**src/rtl/rix_pkg.sv**
```systemverilog
package rix_pkg;
  typedef enum logic [3:0] {
    OP_ADD  = 4'd0,
    OP_SUB  = 4'd1,
    OP_ADDI = 4'd2,
    OP_SLT  = 4'd3,
    OP_SLTI = 4'd4,
    OP_ANDI = 4'd5,
    OP_ORI  = 4'd6,
    OP_LUI  = 4'd7
  } op_e;
endpackage

```
**src/rtl/rix_imm_ext.sv**
```systemverilog
module rix_imm_ext #(
  parameter int DATA_W = 32,
  parameter int IMM_W  = 16
) (
  input  rix_pkg::op_e      op_i,
  input  logic [IMM_W-1:0]  imm_i,
  output logic [DATA_W-1:0] ext_o
);
  import rix_pkg::*;
  localparam int PAD_W = DATA_W - IMM_W;

  logic sign_sel;
  always_comb begin
    sign_sel = (op_i == OP_ADDI) || (op_i == OP_SLTI);
    ext_o    = {{PAD_W{sign_sel & imm_i[IMM_W-1]}}, imm_i};
  end
endmodule

```
**src/rtl/rix_alu.sv**
```systemverilog
module rix_alu #(
  parameter int DATA_W = 32,
  parameter int IMM_W  = 16
) (
  input  rix_pkg::op_e      op_i,
  input  logic [DATA_W-1:0] a_i,
  input  logic [DATA_W-1:0] b_reg_i,
  input  logic [DATA_W-1:0] b_imm_i,
  input  logic [IMM_W-1:0]  imm_raw_i,
  output logic [DATA_W-1:0] res_o
);
  import rix_pkg::*;
  localparam int LOW_W = DATA_W - IMM_W;

  logic [DATA_W-1:0] b_sel;
  logic              lt;

  always_comb begin
    b_sel = ((op_i == OP_ADD) || (op_i == OP_SUB) || (op_i == OP_SLT)) ? b_reg_i : b_imm_i;
    lt    = $signed(a_i) < $signed(b_sel);
    unique case (op_i)
      OP_ADD, OP_ADDI: res_o = a_i + b_sel;
      OP_SUB:          res_o = a_i - b_sel;
      OP_SLT, OP_SLTI: res_o = {{(DATA_W-1){1'b0}}, lt};
      OP_ANDI:         res_o = a_i & b_sel;
      OP_ORI:          res_o = a_i | b_sel;
      OP_LUI:          res_o = {imm_raw_i, {LOW_W{1'b0}}};
      default:         res_o = '0;
    endcase
  end
endmodule

```
**src/rtl/rix_regfile.sv**
```systemverilog
module rix_regfile #(
  parameter int DATA_W = 32,
  parameter int REG_N  = 32,
  parameter int RD_N   = 2,
  localparam int ADDR_W = $clog2(REG_N)
) (
  input  logic                   clk_i,
  input  logic                   rst_ni,
  input  logic [RD_N-1:0][ADDR_W-1:0] raddr_i,
  output logic [RD_N-1:0][DATA_W-1:0] rdata_o,
  input  logic                   we_i,
  input  logic [ADDR_W-1:0]      waddr_i,
  input  logic [DATA_W-1:0]      wdata_i
);
  logic [DATA_W-1:0] regs_q [REG_N];

  for (genvar i = 0; i < REG_N; i++) begin : g_ent
    if (i == 0) begin : g_zero
      assign regs_q[i] = '0;
    end else begin : g_reg
      always_ff @(posedge clk_i or negedge rst_ni) begin
        if (!rst_ni)                                    regs_q[i] <= '0;
        else if (we_i && (waddr_i == ADDR_W'(i)))       regs_q[i] <= wdata_i;
      end
    end
  end

  for (genvar p = 0; p < RD_N; p++) begin : g_rd
    assign rdata_o[p] = regs_q[raddr_i[p]];
  end
endmodule

```
**src/rtl/rix_exec_top.sv**
```systemverilog
module rix_exec_top #(
  parameter int DATA_W = 32,
  parameter int IMM_W  = 16,
  parameter int REG_N  = 32,
  localparam int ADDR_W = $clog2(REG_N)
) (
  input  logic              clk_i,
  input  logic              rst_ni,
  input  logic [3:0]        op_i,
  input  logic [ADDR_W-1:0] rs_addr_i,
  input  logic [ADDR_W-1:0] rt_addr_i,
  input  logic [ADDR_W-1:0] rd_addr_i,
  input  logic [IMM_W-1:0]  imm_i,
  input  logic              wr_en_i,
  output logic [DATA_W-1:0] rs_data_o,
  output logic [DATA_W-1:0] rt_data_o,
  output logic [DATA_W-1:0] result_o
);
  import rix_pkg::*;

  op_e                         op;
  logic [1:0][ADDR_W-1:0]      raddr;
  logic [1:0][DATA_W-1:0]      rdata;
  logic [DATA_W-1:0]           imm_ext;

  assign op       = op_e'(op_i);
  assign raddr    = {rt_addr_i, rs_addr_i};
  assign rs_data_o = rdata[0];
  assign rt_data_o = rdata[1];

  rix_regfile #(.DATA_W(DATA_W), .REG_N(REG_N), .RD_N(2)) u_rf (
    .clk_i   (clk_i),
    .rst_ni  (rst_ni),
    .raddr_i (raddr),
    .rdata_o (rdata),
    .we_i    (wr_en_i),
    .waddr_i (rd_addr_i),
    .wdata_i (result_o)
  );

  rix_imm_ext #(.DATA_W(DATA_W), .IMM_W(IMM_W)) u_ext (
    .op_i  (op),
    .imm_i (imm_i),
    .ext_o (imm_ext)
  );

  rix_alu #(.DATA_W(DATA_W), .IMM_W(IMM_W)) u_alu (
    .op_i      (op),
    .a_i       (rdata[0]),
    .b_reg_i   (rdata[1]),
    .b_imm_i   (imm_ext),
    .imm_raw_i (imm_i),
    .res_o     (result_o)
  );
endmodule

```
**config.mk**
```make
export PLATFORM = sky130hd
export DESIGN_NAME = rix_exec_top
export DESIGN_NICKNAME = d
export VERILOG_FILES = /design/src/rtl/rix_pkg.sv /design/src/rtl/rix_imm_ext.sv /design/src/rtl/rix_alu.sv /design/src/rtl/rix_regfile.sv /design/src/rtl/rix_exec_top.sv
export SDC_FILE = /design/constraint.sdc
export NUM_CORES = 2
export LEC_CHECK = 0
export BUFFER_PORTS_ARGS = -buffer_cell sky130_fd_sc_hd__buf_2
export CORE_MARGIN = 8
export CORE_UTILIZATION = 55
export CTS_CLUSTER_DIAMETER = 40
export DETAILED_ROUTE_END_ITERATION = 8
export PLACE_DENSITY = 0.75
export SYNTH_ARGS = -nofsm -noshare
export SYNTH_HDL_FRONTEND = slang
export SYNTH_SLANG_ARGS = --single-unit
```
**constraint.sdc**
```tcl
create_clock -name clk_i -period 7.35 [get_ports clk_i]
set_input_delay 0.3675 -clock clk_i [delete_from_list [all_inputs] [get_ports clk_i]]
set_output_delay 0.3675 -clock clk_i [all_outputs]
set_load 0.02 [all_outputs]
```
Word level (Yosys, flattened, before mapping). Index checks and enable logic that the tools add are counted.

Add/subtract/negate cells: 2. $lt $le $gt $ge: 3. Equality and inequality tests: 38. Multiplexer cells: 8. Bitwise gates (word level): 5. Reduce and logical (&&, ||, !) cells: 37.

Operators with widths (number): $bmux 32 s5 (2); $pmux 32 s6 (1); $mux 32 (5); $eq 5x5->1 const B (16); $eq 5x4->1 const B (8); $add 32x32->32 (1); $and 32x32->32 (1); $lt 32x32->1 (1); $or 32x32->32 (1); $sub 32x32->32 (1); $logic_and 1x1->1 (31); $eq 5x3->1 const B (4); $eq 4x3->1 const B (4); $ge 6x6->1 const B (2); $not 5->6 (2); $eq 5x2->1 const B (2); $eq 4x2->1 const B (2); $eq 5x1->1 const B (1); $eq 4x1->1 const B (1); $logic_not 4->1 (1); $reduce_or 2->1 (2); $logic_or 1x1->1 (3); $and 1x1->1 (1).

Bits in registers: 992. Bits of input ports: 38. Output and inout port bits: 96. Logic and storage cells: 124.

Longest topological paths before layout.
Word-level depth: 7. Mapped depth: 27. Depth with buffers taken out: 19.

Cells and area by module. From an unflattened synthesis, not the netlist that was laid out.

Cells, all modules: 4438. Area total of the unflattened synthesis: 58727.6 um^2.

Modules (own cells, without submodules): rix_regfile (times used 1, cells each 3639, area each 53226.0 um^2, seq. area each 24823.8 um^2); rix_alu (times used 1, cells each 766, area each 5245.0 um^2, seq. area each 0.0 um^2); rix_imm_ext (times used 1, cells each 33, area each 256.5 um^2, seq. area each 0.0 um^2).

Worst setup path after synthesis. Ideal clock, no wire load.

Kind: input port to output port. Start: input port rs_addr_i[0]. End: output port result_o[29]. Arrival: 6.376 ns. Required time: 6.983 ns. Path slack: 0.606 ns. Cell stages on the path: 25. Path buffers: 10. Cell sequence: buf_6 > buf_6 > buf_4 > buf_2 > clkbuf_1 > clkbuf_1 > clkbuf_1 > mux2i_1 > o21ai_0 > mux4_2 > mux2_2 > ha_1 > clkbuf_1 > inv_1 > nand3_1 > or4_1 > nand2b_1 > o211ai_2 > a31oi_4 > o21a_1 > or4b_1 > and3_1 > clkbuf_1 > buf_2 > inv_1.

Longest elaborated chain between the ends: 6. Elaborated cells on any way between the ends: 9. Those cells by class: add/sub: 2; mux: 4; bitwise: 3.

RTL lines: start, declared (RTL line rix_exec_top.sv:10) `input logic [ADDR_W-1:0] rs_addr_i,`; $not 5->6 (not written as such) (*) (RTL line rix_regfile.sv:29) `assign rdata_o[p] = regs_q[raddr_i[p]];`; $bmux 32 s5 (*) (RTL line rix_regfile.sv:29); $mux 32 (not written as such) (*) (2 in a row) (RTL line rix_regfile.sv:29); via rs_data_o[7] (RTL line rix_exec_top.sv:15) `output logic [DATA_W-1:0] rs_data_o,`; $sub 32x32->32 / $add 32x32->32 (equally long branches) (RTL line rix_alu.sv:23, rix_alu.sv:22); $pmux 32 s6 (*) (RTL line rix_alu.sv:21) `unique case (op_i)`; end, declared (RTL line rix_exec_top.sv:17) `output logic [DATA_W-1:0] result_o`.

Mark *: on every way through the listed nets, which the timed path passes. The rest lies on a longest branch. The select of a mux whose other input is x is not followed.

Worst setup path after layout.
Start: input port rt_addr_i[0]. End: output port result_o[28].

Longest elaborated chain between the ends: 7. Elaborated cells on any way between the ends: 10. Those cells by class: add/sub: 2; mux: 5; bitwise: 3.

RTL lines: start, declared (RTL line rix_exec_top.sv:11) `input logic [ADDR_W-1:0] rt_addr_i,`; $not 5->6 (not written as such) (*) (RTL line rix_regfile.sv:29); $bmux 32 s5 (*) (RTL line rix_regfile.sv:29); $mux 32 (not written as such) (*) (2 in a row) (RTL line rix_regfile.sv:29); $mux 32 (*) (RTL line rix_alu.sv:19) `b_sel = ((op_i == OP_ADD) || (op_i == OP_SUB) || (op_i == OP_SLT)) ? b_reg_i : b_imm_i;`; $sub 32x32->32, or another cell as far along (RTL line rix_alu.sv:23) `OP_SUB: res_o = a_i - b_sel;`; $pmux 32 s6 (*) (RTL line rix_alu.sv:21).

Every way passes the cells marked *; elsewhere a longest branch is shown, timed or not. The select of a mux whose other input is x is not followed.

==> results.toml <==
[sta]
timing.fmax_ghz = 0.142
tightestPinTransition_ns = 1.10
slew_headroom = 0.267
finalMaxSlewViolations = 0
min_period_ns = 7.02
skew_ns = 0.0683
finalCritPeriodShare = 0.955
finalSetupViolCount = 0
final.setup.tns_ns = 0
rsz0062_at_grt = "no"
hold_violations = 0
hold_ws_ns = 0.267

[critical_path]
r2r_setup_slack_ns = 1.14
crit_start = "rt_addr_i[0]"
rr_endpoint = "u_rf.regs_q[796]$_DFFE_PN0P_"
ff2ff_path_depth = 17
cp-start-kind = "input port"
path_depth = 20
crit_arrival_ns = 6.65
r2r_start = "u_rf.regs_q[775]$_DFFE_PN0P_"
cp-end-kind = "output pin"
cpPeakStageDelay_ns = 0.72
critPathSlowestCell = "o311ai_4"
crit_required_ns = 6.98
crit_path_end = "result_o[28]"
cp_max_fo = 87
worstSetupPathType = "in -> out"
path_cells = "buf_12 > buf_12 > mux4_2 > mux4_2 > mux2i_1 > buf_4 > o21a_1 > ha_1 > nand2b_1 > nor3_1 > a21boi_0 > o311ai_0 > or3_1 > nor3b_1 > o31ai_1 > and2_1 > a21oi_1 > nor3_1 > o311ai_4 > buf_2"
crit_family = "compound AO/OA/AOI/OAI gates"
cp_num_buf_inv = 4

[global_route]
grt_first_pass_wirelength_um = 292000
grt_pass1_vias = 45600
antenna_found_initial = 7
grt_overflow = 0
grt_max_degree = 182
track_usage = 0.341

[logic_synthesis]
yosysTopAreaCellShare = 0.436
synth_nets = 5412
synth_area_leaders = "dfrtp_1 44%, mux4_2 22%, o21ai_0 7.7%"
synth_area_um2 = 57000
ys_seq_area_frac = 0.436
synth.distinct_cells = 89
yosys_register_bits = 992
syn_avg_cell_area_um2 = 10.8
synth_edf_count = 0
async_flop_share = 1.00
synthCells = 5276
synth_ff_type = "dfrtp_1"
yosys_warnings = 0
yosysTopAreaCell = "dfrtp_1"

[detailed_routing]
post_drt_wl_per_cell_um = 29.2
dr.pass1.iters = 7
wirelength_um = 196000
drc = 0
vias_per_cell = 6.87
vias = 46200
ant_nets = 0
drtIter0Drc = 6516

[floorplanning]
die-area_um2 = 114000
dieHeight_um = 338
core_um2 = 103000
pin_count = 134
rows = 118
die_w_um = 338
initial_core_util = 0.552

[pwr]
leakage_uw = 0.0279
power_density_nw_per_um2 = 312
peakVddDrop_v = 0.000345

[clock_network]
numClockSinks = 992
h-tree-depth = 3
cts_root_buf = "clkbuf_16"
cts_setup_buffers = 0
cts_made_buffers = 121
cts_tree = "yes"
clkLatencyLatePin_ns = 0.74
clkSlewWorstSetupHoldPaths_ns = 0.06
clock_path_buffers = 3

[placement]
dp_hpwl_um = 124000
io_buffers = 133
gp_congestion = 1.02

[cells_and_area]
final_layout_size_suffix_gt1_frac = 0.238
nNetsFinal = 5375
area_growth_pct = 12.0
reg.largest.list = "u_rf.regs_q: 992 flops"
largest_reg_flops = 992
top_register = "u_rf.regs_q"

[status]
outcome = "completed"

[job]
drv_cap = 0

[min_path]
min-delay-path-class = "in -> async"
==> worst min-delay path by stage <==
stage / slack [ns] / from / end
floorplan: 0.07 / rst_ni / u_rf.regs_q[0]$_DFFE_PN0P_
global placement: 0.47 / rst_ni / u_rf.regs_q[218]$_DFFE_PN0P_
detailed placement: 0.48 / rst_ni / u_rf.regs_q[314]$_DFFE_PN0P_
CTS: 0.28 / rd_addr_i[4] / u_rf.regs_q[376]$_DFFE_PN0P_
global route: 0.34 / rst_ni / u_rf.regs_q[314]$_DFFE_PN0P_
finish: 0.27 / rst_ni / u_rf.regs_q[314]$_DFFE_PN0P_
==> cell families after synthesis <==
family                     count (synthesis)  share of synthesized area
xor gates and xnor gates                   9                    0.00138
buffers and inverters                    639                     0.0434
muxes                                    762                      0.262
and+or+nand+nor                         1379                     0.0978
AOI/OAI and AO/OA                       1397                      0.139
DFF                                      992                      0.436
adders and majority gates                 98                     0.0218
==> layer usage <==
layer,part of all wire,vias up,global-route usage
li1,-,19100,-
met1,0.38,23200,0.466
met2,0.44,3172,0.501
met3,0.12,716,0.0867
met4,0.066,6,0.191
met5,0.00024,-,0
==> synthesized netlist by cell type (23+ instances only) <==
library cell	number
o21a_1	42
mux2_4	29
dfrtp_1	992
a22o_1	36
nand2_1	951
buf_1	50
nor2b_1	24
mux4_2	547
nor2_1	264
o21bai_1	23
inv_1	164
a21oi_1	226
nand3_1	28
mux2_2	86
o21ai_0	881
clkbuf_1	401
mux2i_1	88
ha_1	96
==> stage by stage <==
stage,total power (µW),area (µm²),util,setup WS (ns),instances
floorplan,11200,57000,-,0.606,5276
global placement,13200,59500,0.576,0.194,6495
detailed placement,13400,59500,0.576,0.142,6495
CTS,19800,63800,0.618,0.136,6721
global route,20700,63800,0.618,0.123,6723
finish,19900,63800,0.619,0.328,6728
==> power by group <==
part           total (µW)  switching (µW)  internal, µW  leakage [µW]
Clock                6350            2580          3770       0.00207
Combinational        6110            3600          2500        0.0126
Sequential           7480             886          6590        0.0132
Total               19900            7070         12900        0.0279
==> what timing repair did <==
item                       CTS  global route
hold buffers                 1             0
gates resized for setup      0             2
hold endpoints to repair    99             0
setup endpoints to repair    0             5
==> final cells by class <==
type | count | area (µm²)
tap | 1380 | 1730
clock buffer | 145 | 3250
fill | 7864 | 39400
antenna | 7 | 17.5
timing repair buffer | 313 | 2300
multi-input combinational | 3645 | 30000
sequential | 992 | 24800
inverter | 166 | 626
clock inverter | 80 | 1070
==> layout by cell type, fill, tap and decap left out, types with 9 or more instances in the layout <==
master      Yosys  routed
buf_2          11     125
nand3_1        28      28
a221oi_1       21      14
a21o_1         13      13
buf_12          0      18
nand2b_1       17      17
clkbuf_1      401      11
o22ai_1        11       9
o31ai_1         9       9
a31oi_1        17      16
inv_6           0      14
nor2b_1        24      22
buf_4           3     164
nor2_1        264     263
nand2_1       951     920
a22oi_1        14      14
nand2_2         0      31
o21ai_0       881     878
or3_1           9       9
mux2_2         86      86
a22o_1         36      36
inv_1         164     163
mux2_4         29      29
mux4_1         11      11
o21bai_1       23      23
ha_1           96      96
o211ai_1       11      11
clkbuf_8        0      13
clkinv_2        0      16
a21oi_1       226     224
mux2i_1        88      88
nor3_1         21      19
dfrtp_1       992     992
mux4_2        547     547
clkinvlp_4      0      17
clkbuf_16       0     121
bufinv_16       0      16
o21a_1         42      42
o21ai_1        13      14
nand4_1        10      10
==> worst reg2reg max path, delay by kind of cell, from the launching register on <==
| kind | cells | cell delay [ns] |
|---|---|---|
| muxes | 4 | 1.57 |
| DFF | 1 | 0.40 |
| AOI/OAI and AO/OA | 6 | 2.27 |
| and+or+nand+nor | 4 | 0.84 |
| adders and majority gates | 1 | 0.49 |
| buffers and inverters | 2 | 0.54 |
No activity file was read; power rests on OpenSTA's default activity.
